File: src/rtl/ictr_pkg.sv
package ictr_pkg;

    typedef enum logic [1:0] {
        PH_START,
        PH_RUN,
        PH_TERM,
        PH_PAST
    } phase_e;

    typedef enum logic [1:0] {
        SH_LEVEL,
        SH_STROBE,
        SH_RATE,
        SH_SQUARE
    } shape_e;

    function automatic shape_e shape_of(input logic [2:0] mode);
        shape_e s;
        unique case (mode)
            3'd0, 3'd1: s = SH_LEVEL;
            3'd2, 3'd6: s = SH_RATE;
            3'd3, 3'd7: s = SH_SQUARE;
            3'd4, 3'd5: s = SH_STROBE;
            default:    s = SH_LEVEL;
        endcase
        return s;
    endfunction

    function automatic logic restarts_on_rise(input logic [2:0] mode);
        logic r;
        unique case (mode)
            3'd0, 3'd4: r = 1'b0;
            default:    r = 1'b1;
        endcase
        return r;
    endfunction

    function automatic logic holds_on_low(input logic [2:0] mode);
        logic h;
        unique case (mode)
            3'd1, 3'd5: h = 1'b0;
            default:    h = 1'b1;
        endcase
        return h;
    endfunction

endpackage

File: src/rtl/ictr_sequencer.sv
module ictr_sequencer
    import ictr_pkg::*;
#(
    parameter int W = 16
) (
    input  logic             clk_i,
    input  logic             rst_ni,
    input  logic             tick_i,
    input  logic [2:0]       mode_i,
    input  logic             load_stb_i,
    input  logic [W-1:0]     load_val_i,
    input  logic             gate_i,
    output logic [W:0]       span_o,
    output phase_e           phase_o,
    output logic [W-1:0]     elapsed_o,
    output logic             clear_o,
    output logic             step_o
);

    localparam int CW = W + 1;
    localparam logic [CW-1:0] FULL_SPAN = CW'(1) << W;
    localparam logic [CW-1:0] ONE = CW'(1);

    logic            gate_q;
    logic            gate_rise;
    phase_e          phase_q;
    phase_e          phase_d;
    logic [CW-1:0]   span_q;
    logic [W-1:0]    elapsed_q;
    logic [CW-1:0]   elapsed_next;

    // Clear and step qualification from load, gate edge and mode rules.
    always_comb begin
        gate_rise    = gate_i & ~gate_q;
        clear_o      = load_stb_i | (gate_rise & restarts_on_rise(mode_i));
        step_o       = ~clear_o & tick_i & (gate_i | ~holds_on_low(mode_i));
        elapsed_next = {1'b0, elapsed_q} + ONE;
    end

    // Next-phase logic.
    always_comb begin
        phase_d = phase_q;
        if (clear_o) begin
            phase_d = PH_START;
        end else if (step_o) begin
            unique case (phase_q)
                PH_START, PH_RUN: phase_d = (elapsed_next == span_q) ? PH_TERM : PH_RUN;
                PH_TERM:          phase_d = PH_PAST;
                PH_PAST:          phase_d = PH_PAST;
                default:          phase_d = PH_PAST;
            endcase
        end
    end

    // Phase register.
    always_ff @(posedge clk_i) begin
        if (!rst_ni) begin
            phase_q <= PH_START;
        end else begin
            phase_q <= phase_d;
        end
    end

    // Period, elapsed ticks and gate history.
    always_ff @(posedge clk_i) begin
        if (!rst_ni) begin
            gate_q    <= 1'b1;
            span_q    <= FULL_SPAN;
            elapsed_q <= '0;
        end else begin
            gate_q <= gate_i;
            if (load_stb_i) begin
                span_q <= (load_val_i == '0) ? FULL_SPAN : {1'b0, load_val_i};
            end
            if (clear_o) begin
                elapsed_q <= '0;
            end else if (step_o) begin
                elapsed_q <= elapsed_next[W-1:0];
            end
        end
    end

    assign span_o    = span_q;
    assign phase_o   = phase_q;
    assign elapsed_o = elapsed_q;

endmodule

File: src/rtl/ictr_residue.sv
module ictr_residue #(
    parameter int W = 16
) (
    input  logic         clk_i,
    input  logic         rst_ni,
    input  logic         clear_i,
    input  logic         step_i,
    input  logic [W:0]   span_i,
    output logic [W:0]   resid_o
);

    localparam int CW = W + 1;

    logic [CW-1:0] resid_q;
    logic [CW-1:0] resid_inc;

    always_comb begin
        resid_inc = resid_q + CW'(1);
    end

    // Elapsed ticks modulo the period.
    always_ff @(posedge clk_i) begin
        if (!rst_ni) begin
            resid_q <= '0;
        end else if (clear_i) begin
            resid_q <= '0;
        end else if (step_i) begin
            resid_q <= (resid_inc == span_i) ? '0 : resid_inc;
        end
    end

    assign resid_o = resid_q;

endmodule

File: src/rtl/ictr_wave.sv
module ictr_wave
    import ictr_pkg::*;
#(
    parameter int W = 16
) (
    input  shape_e         shape_i,
    input  phase_e         phase_i,
    input  logic [W-1:0]   elapsed_i,
    input  logic [W:0]     resid_i,
    input  logic [W:0]     span_i,
    output logic           out_o,
    output logic [W-1:0]   count_o
);

    localparam int CW = W + 1;

    logic [CW:0]   dbl;
    logic [CW:0]   dbl_less;
    logic [CW-1:0] dbl_mod;
    logic [CW:0]   span_up;
    logic [CW-1:0] half;

    // Doubled residue folded back into one period, and the half threshold.
    always_comb begin
        dbl      = {resid_i, 1'b0};
        dbl_less = dbl - {1'b0, span_i};
        dbl_mod  = (dbl >= {1'b0, span_i}) ? dbl_less[CW-1:0] : dbl[CW-1:0];
        span_up  = {1'b0, span_i} + (CW+1)'(1);
        half     = span_up[CW:1];
    end

    // Output decode per waveform shape.
    always_comb begin
        unique case (shape_i)
            SH_LEVEL: begin
                out_o   = (phase_i == PH_TERM) || (phase_i == PH_PAST);
                count_o = span_i[W-1:0] - elapsed_i;
            end
            SH_STROBE: begin
                out_o   = (phase_i != PH_TERM);
                count_o = span_i[W-1:0] - elapsed_i;
            end
            SH_RATE: begin
                out_o   = !((resid_i == '0) && (phase_i != PH_START));
                count_o = span_i[W-1:0] - resid_i[W-1:0];
            end
            SH_SQUARE: begin
                out_o   = (resid_i < half);
                count_o = span_i[W-1:0] - dbl_mod[W-1:0];
            end
            default: begin
                out_o   = 1'b0;
                count_o = '0;
            end
        endcase
    end

endmodule

File: src/rtl/ictr_edge.sv
module ictr_edge (
    input  logic clk_i,
    input  logic rst_ni,
    input  logic level_i,
    output logic rise_o
);

    logic level_q;

    always_ff @(posedge clk_i) begin
        if (!rst_ni) begin
            level_q <= 1'b1;
        end else begin
            level_q <= level_i;
        end
    end

    assign rise_o = level_i & ~level_q;

endmodule

File: src/rtl/interval_counter_channel.sv
module interval_counter_channel
    import ictr_pkg::*;
#(
    parameter int W = 16
) (
    input  logic           clk_i,
    input  logic           rst_ni,
    input  logic           tick_i,
    input  logic [2:0]     mode_i,
    input  logic           load_stb_i,
    input  logic [W-1:0]   load_val_i,
    input  logic           gate_i,
    output logic [W-1:0]   count_o,
    output logic           out_o,
    output logic           rise_o
);

    logic [W:0]     span;
    logic [W:0]     resid;
    logic [W-1:0]   elapsed;
    phase_e         phase;
    shape_e         shape;
    logic           clear;
    logic           step;

    assign shape = shape_of(mode_i);

    ictr_sequencer #(.W(W)) u_seq (
        .clk_i      (clk_i),
        .rst_ni     (rst_ni),
        .tick_i     (tick_i),
        .mode_i     (mode_i),
        .load_stb_i (load_stb_i),
        .load_val_i (load_val_i),
        .gate_i     (gate_i),
        .span_o     (span),
        .phase_o    (phase),
        .elapsed_o  (elapsed),
        .clear_o    (clear),
        .step_o     (step)
    );

    ictr_residue #(.W(W)) u_res (
        .clk_i   (clk_i),
        .rst_ni  (rst_ni),
        .clear_i (clear),
        .step_i  (step),
        .span_i  (span),
        .resid_o (resid)
    );

    ictr_wave #(.W(W)) u_wave (
        .shape_i   (shape),
        .phase_i   (phase),
        .elapsed_i (elapsed),
        .resid_i   (resid),
        .span_i    (span),
        .out_o     (out_o),
        .count_o   (count_o)
    );

    ictr_edge u_edge (
        .clk_i   (clk_i),
        .rst_ni  (rst_ni),
        .level_i (out_o),
        .rise_o  (rise_o)
    );

endmodule

File: config.mk
export PLATFORM = sky130hd
export DESIGN_NAME = interval_counter_channel
export DESIGN_NICKNAME = d
export VERILOG_FILES = /design/src/rtl/ictr_pkg.sv /design/src/rtl/ictr_sequencer.sv /design/src/rtl/ictr_residue.sv /design/src/rtl/ictr_wave.sv /design/src/rtl/ictr_edge.sv /design/src/rtl/interval_counter_channel.sv
export SDC_FILE = /design/constraint.sdc
export NUM_CORES = 1
export LEC_CHECK = 0
export BUFFER_PORTS_ARGS = -buffer_cell sky130_fd_sc_hd__buf_2
export CAP_MARGIN = 20
export CORE_AREA = 2 2 122 136
export CTS_BUF_LIST = sky130_fd_sc_hd__clkbuf_4
export DETAILED_ROUTE_END_ITERATION = 12
export DIE_AREA = 0 0 124 138
export GPL_ROUTABILITY_DRIVEN = 0
export GPL_TIMING_DRIVEN = 0
export MAX_ROUTING_LAYER = met4
export PLACE_DENSITY = 0.61
export SLEW_MARGIN = 30
export SYNTH_ARGS = -nofsm -noshare
export SYNTH_HDL_FRONTEND = slang
export SYNTH_HIERARCHICAL = 1
export SYNTH_SLANG_ARGS = --single-unit
File: constraint.sdc
create_clock -name clk_i -period 10.7 [get_ports clk_i]
set_input_delay 0.535 -clock clk_i [delete_from_list [all_inputs] [get_ports clk_i]]
set_output_delay 0.535 -clock clk_i [all_outputs]
set_load 0.01 [all_outputs]
## Word level (Yosys, flattened, before mapping)

Memories as Yosys holds them, arrays and structs flattened.
Index checks and enable logic that the tools add are counted.
W data, S select, Z words.

| storage, ports and cells | value |
|---|---|
| memories | 1 |
| output and inout bits | 18 |
| ROM bits | 16 |
| word-level logic and storage cells | 62 |
| register bits | 54 |
| input bits | 24 |

| cells by class | value |
|---|---|
| bitwise operators | 11 |
| muxes and demuxes | 8 |
| magnitude comparators | 2 |
| reductions and logical operators | 15 |
| $add $sub $neg | 7 |
| equal/unequal tests | 12 |

Memories:

| name | words | width | read ports | clocked after memory_dff | wr ports | line | RTL |
|---|---|---|---|---|---|---|---|
| (name not given) | 8 | 2 | 1 | 0 | 0 | ictr_pkg.sv:19 | `unique case (mode)` |

Operators with widths:

| operator | number |
|---|---|
| $sub A16 B16 Y16 | 4 |
| $pmux W16 S3 | 1 |
| $eq A17 B17 Y1 | 2 |
| $mux W17 | 2 |
| $add A17 B1 Y18 const B | 1 |
| $ge A18 B17 Y1 | 1 |
| $add A16 B1 Y17 const B | 1 |
| $add A17 B1 Y17 const B | 1 |
| $logic_not A17 Y1 | 1 |
| $lt A17 B17 Y1 | 1 |
| $logic_not A16 Y1 | 1 |
| $mux W16 | 1 |
| $reduce_or A2 Y1 | 6 |
| $eq A2 B2 Y1 const B | 4 |
| $eq A3 B3 Y1 const B | 2 |
| $and A1 B1 Y1 | 5 |
| $eq A2 B1 Y1 const B | 2 |
| $logic_not A2 Y1 | 2 |
| $not A1 Y1 | 4 |
| $pmux W1 S4 | 1 |
| $pmux W2 S2 | 1 |
| $eq A3 B1 Y1 const B | 1 |
| $logic_not A3 Y1 | 1 |
| $mux W2 | 1 |
| 7 further kinds | 8 |

## Depth between registers and ports, before layout

| depth | value |
|---|---|
| depth after elaboration | 8 |
| mapped depth | 22 |
| gate-level depth less buffers | 21 |

## Hierarchy

The synthesis kept the hierarchy.

By module, submodules not included:

| module | instances | area an instance (sq um) | seq. area each (sq um) | cells an instance |
|---|---|---|---|---|
| ictr_wave | 1 | 2698.8 | 0.0 | 383 |
| ictr_sequencer | 1 | 1956.9 | 720.7 | 222 |
| ictr_residue | 1 | 1470.2 | 340.3 | 187 |
| ictr_edge | 1 | 40.0 | 20.0 | 3 |
| interval_counter_channel | 1 | 15.0 | 0.0 | 1 |

## Least setup slack after synthesis

No wires, ideal clock.

| timing path | value |
|---|---|
| path kind | reg2out |
| start | register u_seq.span_q[5] (netlist: u_seq/span_o[5]) |
| end | output count_o[15] |
| stages on the path, launching flop included | 22 |
| arrival time | 4.329 ns |
| slack | 5.836 ns |
| path buffers | 1 |
| data required time | 10.165 ns |
| path through | dfxtp_1 > inv_1 > ha_1 > buf_6 > nand4_1 > or2_0 > a211o_1 > o211ai_2 > mux2i_1 > a21oi_1 > mux2_2 > inv_1 > ha_1 > nor2b_1 > o21a_1 > o21ai_2 > a211oi_1 > a2111oi_2 > nor4_1 > a2111oi_2 > a21oi_1 > xnor2_1 |

| on the way | value |
|---|---|
| cells in the longest elaborated chain, start to end | 4 |
| elaborated cells on any way between the ends | 7 |
| those cells by class | add/sub (4); order compare (1); mux (2) |

Ends and longest elaborated chain:

| what | line | RTL |
|---|---|---|
| start, declared | ictr_sequencer.sv:28 | `logic [CW-1:0] span_q;` |
| start signal, assigned | ictr_sequencer.sv:73 | `span_q <= (load_val_i == '0) ? FULL_SPAN : {1'b0, load_val_i};` |
| $sub A16 B16 Y16 / $ge A18 B17 Y1 (equally long branches) | ictr_wave.sv:26, ictr_wave.sv:27 |  |
| $mux W16 | ictr_wave.sv:27 | `dbl_mod = (dbl >= {1'b0, span_i}) ? dbl_less[CW-1:0] : dbl[CW-1:0];` |
| $sub A16 B16 Y16 | ictr_wave.sv:49 | `count_o = span_i[W-1:0] - dbl_mod[W-1:0];` |
| $pmux W16 S3 * | ictr_wave.sv:34 | `unique case (shape_i)` |
| end, declared | interval_counter_channel.sv:13 | `output logic [W-1:0] count_o,` |

Mark *: on every way between the ends. The rest lies on a longest branch, timed or not.

## Worst setup path in the final report

| timing path | value |
|---|---|
| start | register u_seq.span_q[9] (netlist: u_seq/span_o[9]) |
| end | output count_o[15] |

The elaborated chain is that of the path after synthesis.

==> out/results.md <==
| Item | Reported | Unit |
|---|---|---|
| Status | finished clean | - |
| DRC violations left | 0 | - |
| Number of nets with antenna violations after routing | 0 | - |
| Filler cells | 1653 | - |
| Buffers from clock root to sink, at most | 2 | - |
| Final sum of negative setup slack | 0 | ps |
| Leading cell type in the layout, fill and taps excluded | xnor2_1 | - |
| R2R setup slack | 6860 | ps |
| R2R depth | 11 | - |
| Count of TritonRoute iterations in the first routing pass | 4 | - |
| Placeable core area | 0.0159 | mm2 |
| Count of clock tree sinks | 54 | - |
| Crit path setup slack, layout | 4410 | ps |
| Power spent charging and discharging nets | 0.194 | mW |
| Crit path time final | 6290 | ps |
| Initial Util | 38.8 | % |
| Via count | 5917 | - |
| Required time at the worst-slack endpoint | 10170 | ps |
| Vias per inst | 5.64 | - |
| Die Area | 0.0171 | mm2 |
| DRT iter0 DRCs | 287 | - |
| Number of global-route vias before repair | 5612 | - |
| Post-synthesis register bit count | 54 | - |
| Number of warnings issued by yosys | 6 | - |
| Final Routed Wirelength | 18100 | um |
| Setup crit start kind | register | - |
| Hold path cells | 2 | - |
| Number of synthesized flops with an enable pin | 0 | - |
| Number of hold-slack violations in the final timing report | 0 | - |
| Most repeated library cell on the critical path | o21ai_0 | - |
| Clock network fraction of design power | 22.2 | % |
| Cells along the critical path | inv_1 -> ha_1 -> a21oi_1 -> o21ai_0 -> a221oi_1 -> o211ai_2 -> clkbuf_1 -> nand2_1 -> o21ai_0 -> o211ai_1 -> o21ai_0 -> ha_1 -> o21a_1 -> o21ai_2 -> a211oi_1 -> a2111oi_2 -> nor4_1 -> a2111oi_2 -> a21oi_1 -> xnor2_1 -> buf_2 | - |
| Reg-to-reg endpoint | u_edge/level_q | - |
| Count of pins over their slew limit | 0 | - |
| Fraction of final layout cells with drive strength greater than 1 | 12.1 | % |
| Critical path endpoint category | primary output | - |
| Gate count after technology mapping | 796 | - |
| Postcts setup bufs | 0 | - |
| Most frequent cells in the layout | 77 x xnor2_1, 55 x nor2_1, 54 x dfxtp_1, 54 x nand2_1, 52 x a21oi_1 | - |
| End point of the most critical hold path | u_edge/level_q | - |
| Library cell occupying the most area in the post-synthesis netlist | dfxtp_1 | - |
| P_int | 0.344 | mW |
| Hold Startpoint | rst_ni | - |
| Period utilisation layout | 58.8 | % |
| Category of cells accounting for the largest share of critical-path delay | compound AO/OA/AOI/OAI gates | - |
| Synth async-reset ratio | 0 | % |
| Setup repair after global routing missed its margin | no | - |
| Synth unique cells | 76 | - |
| Final standard cell area without fillers | 0.00672 | mm2 |
| Instance area at placement | 0.00664 | mm2 |
| Input/output buffers | 41 | - |
| Worst relative slew slack | 53.2 | % |
| Total global routing overflow | 0 | - |
| Number of top-level pins | 42 | - |
| Site Rows | 49 | - |
| Number of antenna violations at the first check in global routing | 1 | - |
| Total of endpoints with negative setup slack in the final report | 0 | - |
| Flip-flop cell with the highest count after synthesis | dfxtp_1 | - |
| Max-Cap Viols | 0 | - |
| Crit Reg-Reg Startpoint | u_seq/span_o[4] | - |
| Yosys top cell area share | 17.5 | % |
| Switching fraction of total power | 36.1 | % |
| Wire length of the first global-routing pass | 28800 | um |
| Data arrival time of the critical path | 5750 | ps |
| Largest stage delay on the critical path | 690 | ps |
| Horizontal extent of the die | 124 | um |
| CTS buffer count | 5 | - |
| Clock latency of the later-clocked register in the worst-skew pair | 410 | ps |
| Synth area leaders | dfxtp_1 17%, xnor2_1 11%, ha_1 10% | - |
| Crit path kind | reg -> out | - |
| Least-Margin Pin Slew | 684 | ps |
| Leakage | 2.51 | nW |
| Share of total power in sequential cells | 41.5 | % |
| Sequential element share of the synthesized area | 17.5 | % |
| Final routed wire length divided by cell count | 17.2 | um |
| Synth-to-layout area growth | 8.72 | % |
| Clock Root Buffer | clkbuf_4 | - |
| Y dimension of the die | 138 | um |
| Buffer and inverter count on the worst path | 3 | - |
| Overall power after layout | 0.538 | mW |
| Worst min path class | in -> reg | - |
| Maximum fanout along the worst path | 10 | - |
| Syn Area/Cell | 7.76 | um2 |
| Cell Pwr Density | 80.0 | mW/mm2 |
| Number of gates resized after CTS | 0 | - |
| GRT Util Overall | 22.1 | % |
| Synthesized area | 0.00618 | mm2 |
| Pin count of the biggest net entering global routing | 17 | - |
| Worst Skew | 15.1 | ps |
| Highest achievable clock rate | 159 | MHz |
| Peak VDD IR | 0.0414 | mV |
| CTS tree | yes | - |
| Final net count | 921 | - |
| Synthesized netlist net count | 873 | - |
| Number of hold-repair buffers added at the cts stage | 0 | - |
| Worst setup timing slack at the placement stage | 4910 | ps |
| Max stage delay cell, worst path | dfxtp_1 | - |
| Comb power frac | 36.3 | % |
| Half-perimeter wire length after detailed placement | 13800 | um |
| Register clock-pin slew on the reported worst setup and hold paths | 160 | ps |
| H-Tree Level Count | 2 | - |
## synth_stat cells (13+ instances only)
cell,n
a211oi_1,13
a21oi_1,52
clkbuf_1,16
dfxtp_1,54
ha_1,51
inv_1,44
mux2i_1,29
nand2_1,54
nand2b_1,13
nand3_1,30
nand4_1,15
nor2_1,55
nor2b_1,26
nor3_1,23
nor4_1,22
o21ai_0,34
xnor2_1,77
xor2_1,25
## flip-flops by register name, summed over array words and instances, names as in the netlist
register         count
u_edge/level_q       1
u_res/resid_o       17
u_seq/elapsed_o     16
u_seq/gate_q         1
u_seq/phase_o        2
u_seq/span_o        17
## logic make-up after synthesis
family | count (synthesis) | synth area share, %
xor+xnor | 102 | 14.5
mux | 33 | 5.55
compound gates | 185 | 20.5
buf+inv | 78 | 5.26
flops | 54 | 17.5
fa+ha+maj | 53 | 11.0
simple gates | 291 | 25.8
## final cells by class
| class | count | area (um2) | share of cell area, % |
|---|---|---|---|
| Multi-Input combinational cell | 664 | 4770 | 71.0 |
| Sequential cell | 54 | 1080 | 16.1 |
| Tap cell | 204 | 255 | 3.80 |
| Timing Repair Buffer | 41 | 205 | 3.05 |
| Inverter | 45 | 169 | 2.51 |
| Buffer | 33 | 156 | 2.33 |
| Clock inverter | 2 | 38.8 | 0.577 |
| Clock buffer | 5 | 37.5 | 0.559 |
| Antenna cell | 1 | 2.50 | 0.0372 |
## power groups by stage
stage               Sequential, mW  Combinational [mW]  Clock, mW
floorplan                    0.218               0.146          0
global placement             0.227               0.193          0
detailed placement           0.227               0.195          0
CTS                          0.223               0.195      0.125
global route                 0.224               0.219      0.131
finish                       0.223               0.195      0.119
## per-layer routing
layer	GRT usage (%)	share of wire (%)	vias to the layer above
met5	-	0	-
met4	8.75	3.8	0
met1	27.3	44	2756
li1	-	-	2989
met3	3.30	4.2	35
met2	35.8	48	137
## worst max-delay path by stage
| stage | startpoint | end | slack (ps) | depth (start not counted) |
|---|---|---|---|---|
| floorplan | u_seq/span_o[5] | count_o[15] | 5840 | 21 |
| global placement | u_seq/span_o[4] | count_o[15] | 4900 | 20 |
| detailed placement | u_seq/span_o[4] | count_o[15] | 4910 | 20 |
| CTS | u_seq/span_o[4] | count_o[15] | 4400 | 20 |
| global route | u_seq/span_o[4] | count_o[14] | 3980 | 21 |
| finish | u_seq/span_o[9] | count_o[15] | 4410 | 21 |
## per-stage QoR
stage / instances / hold slack (ps) / utilization [%]
5_1_grt: 1049 / 280 / 42.2
3_5_place_dp: 1041 / 484 / 41.7
6_report: 1049 / 286 / 42.2
3_3_place_gp: 1041 / 482 / 41.7
2_1_floorplan: 796 / 460 / -
4_1_cts: 1048 / 262 / 42.1
Note: power is estimated with default switching activity, not from simulation.
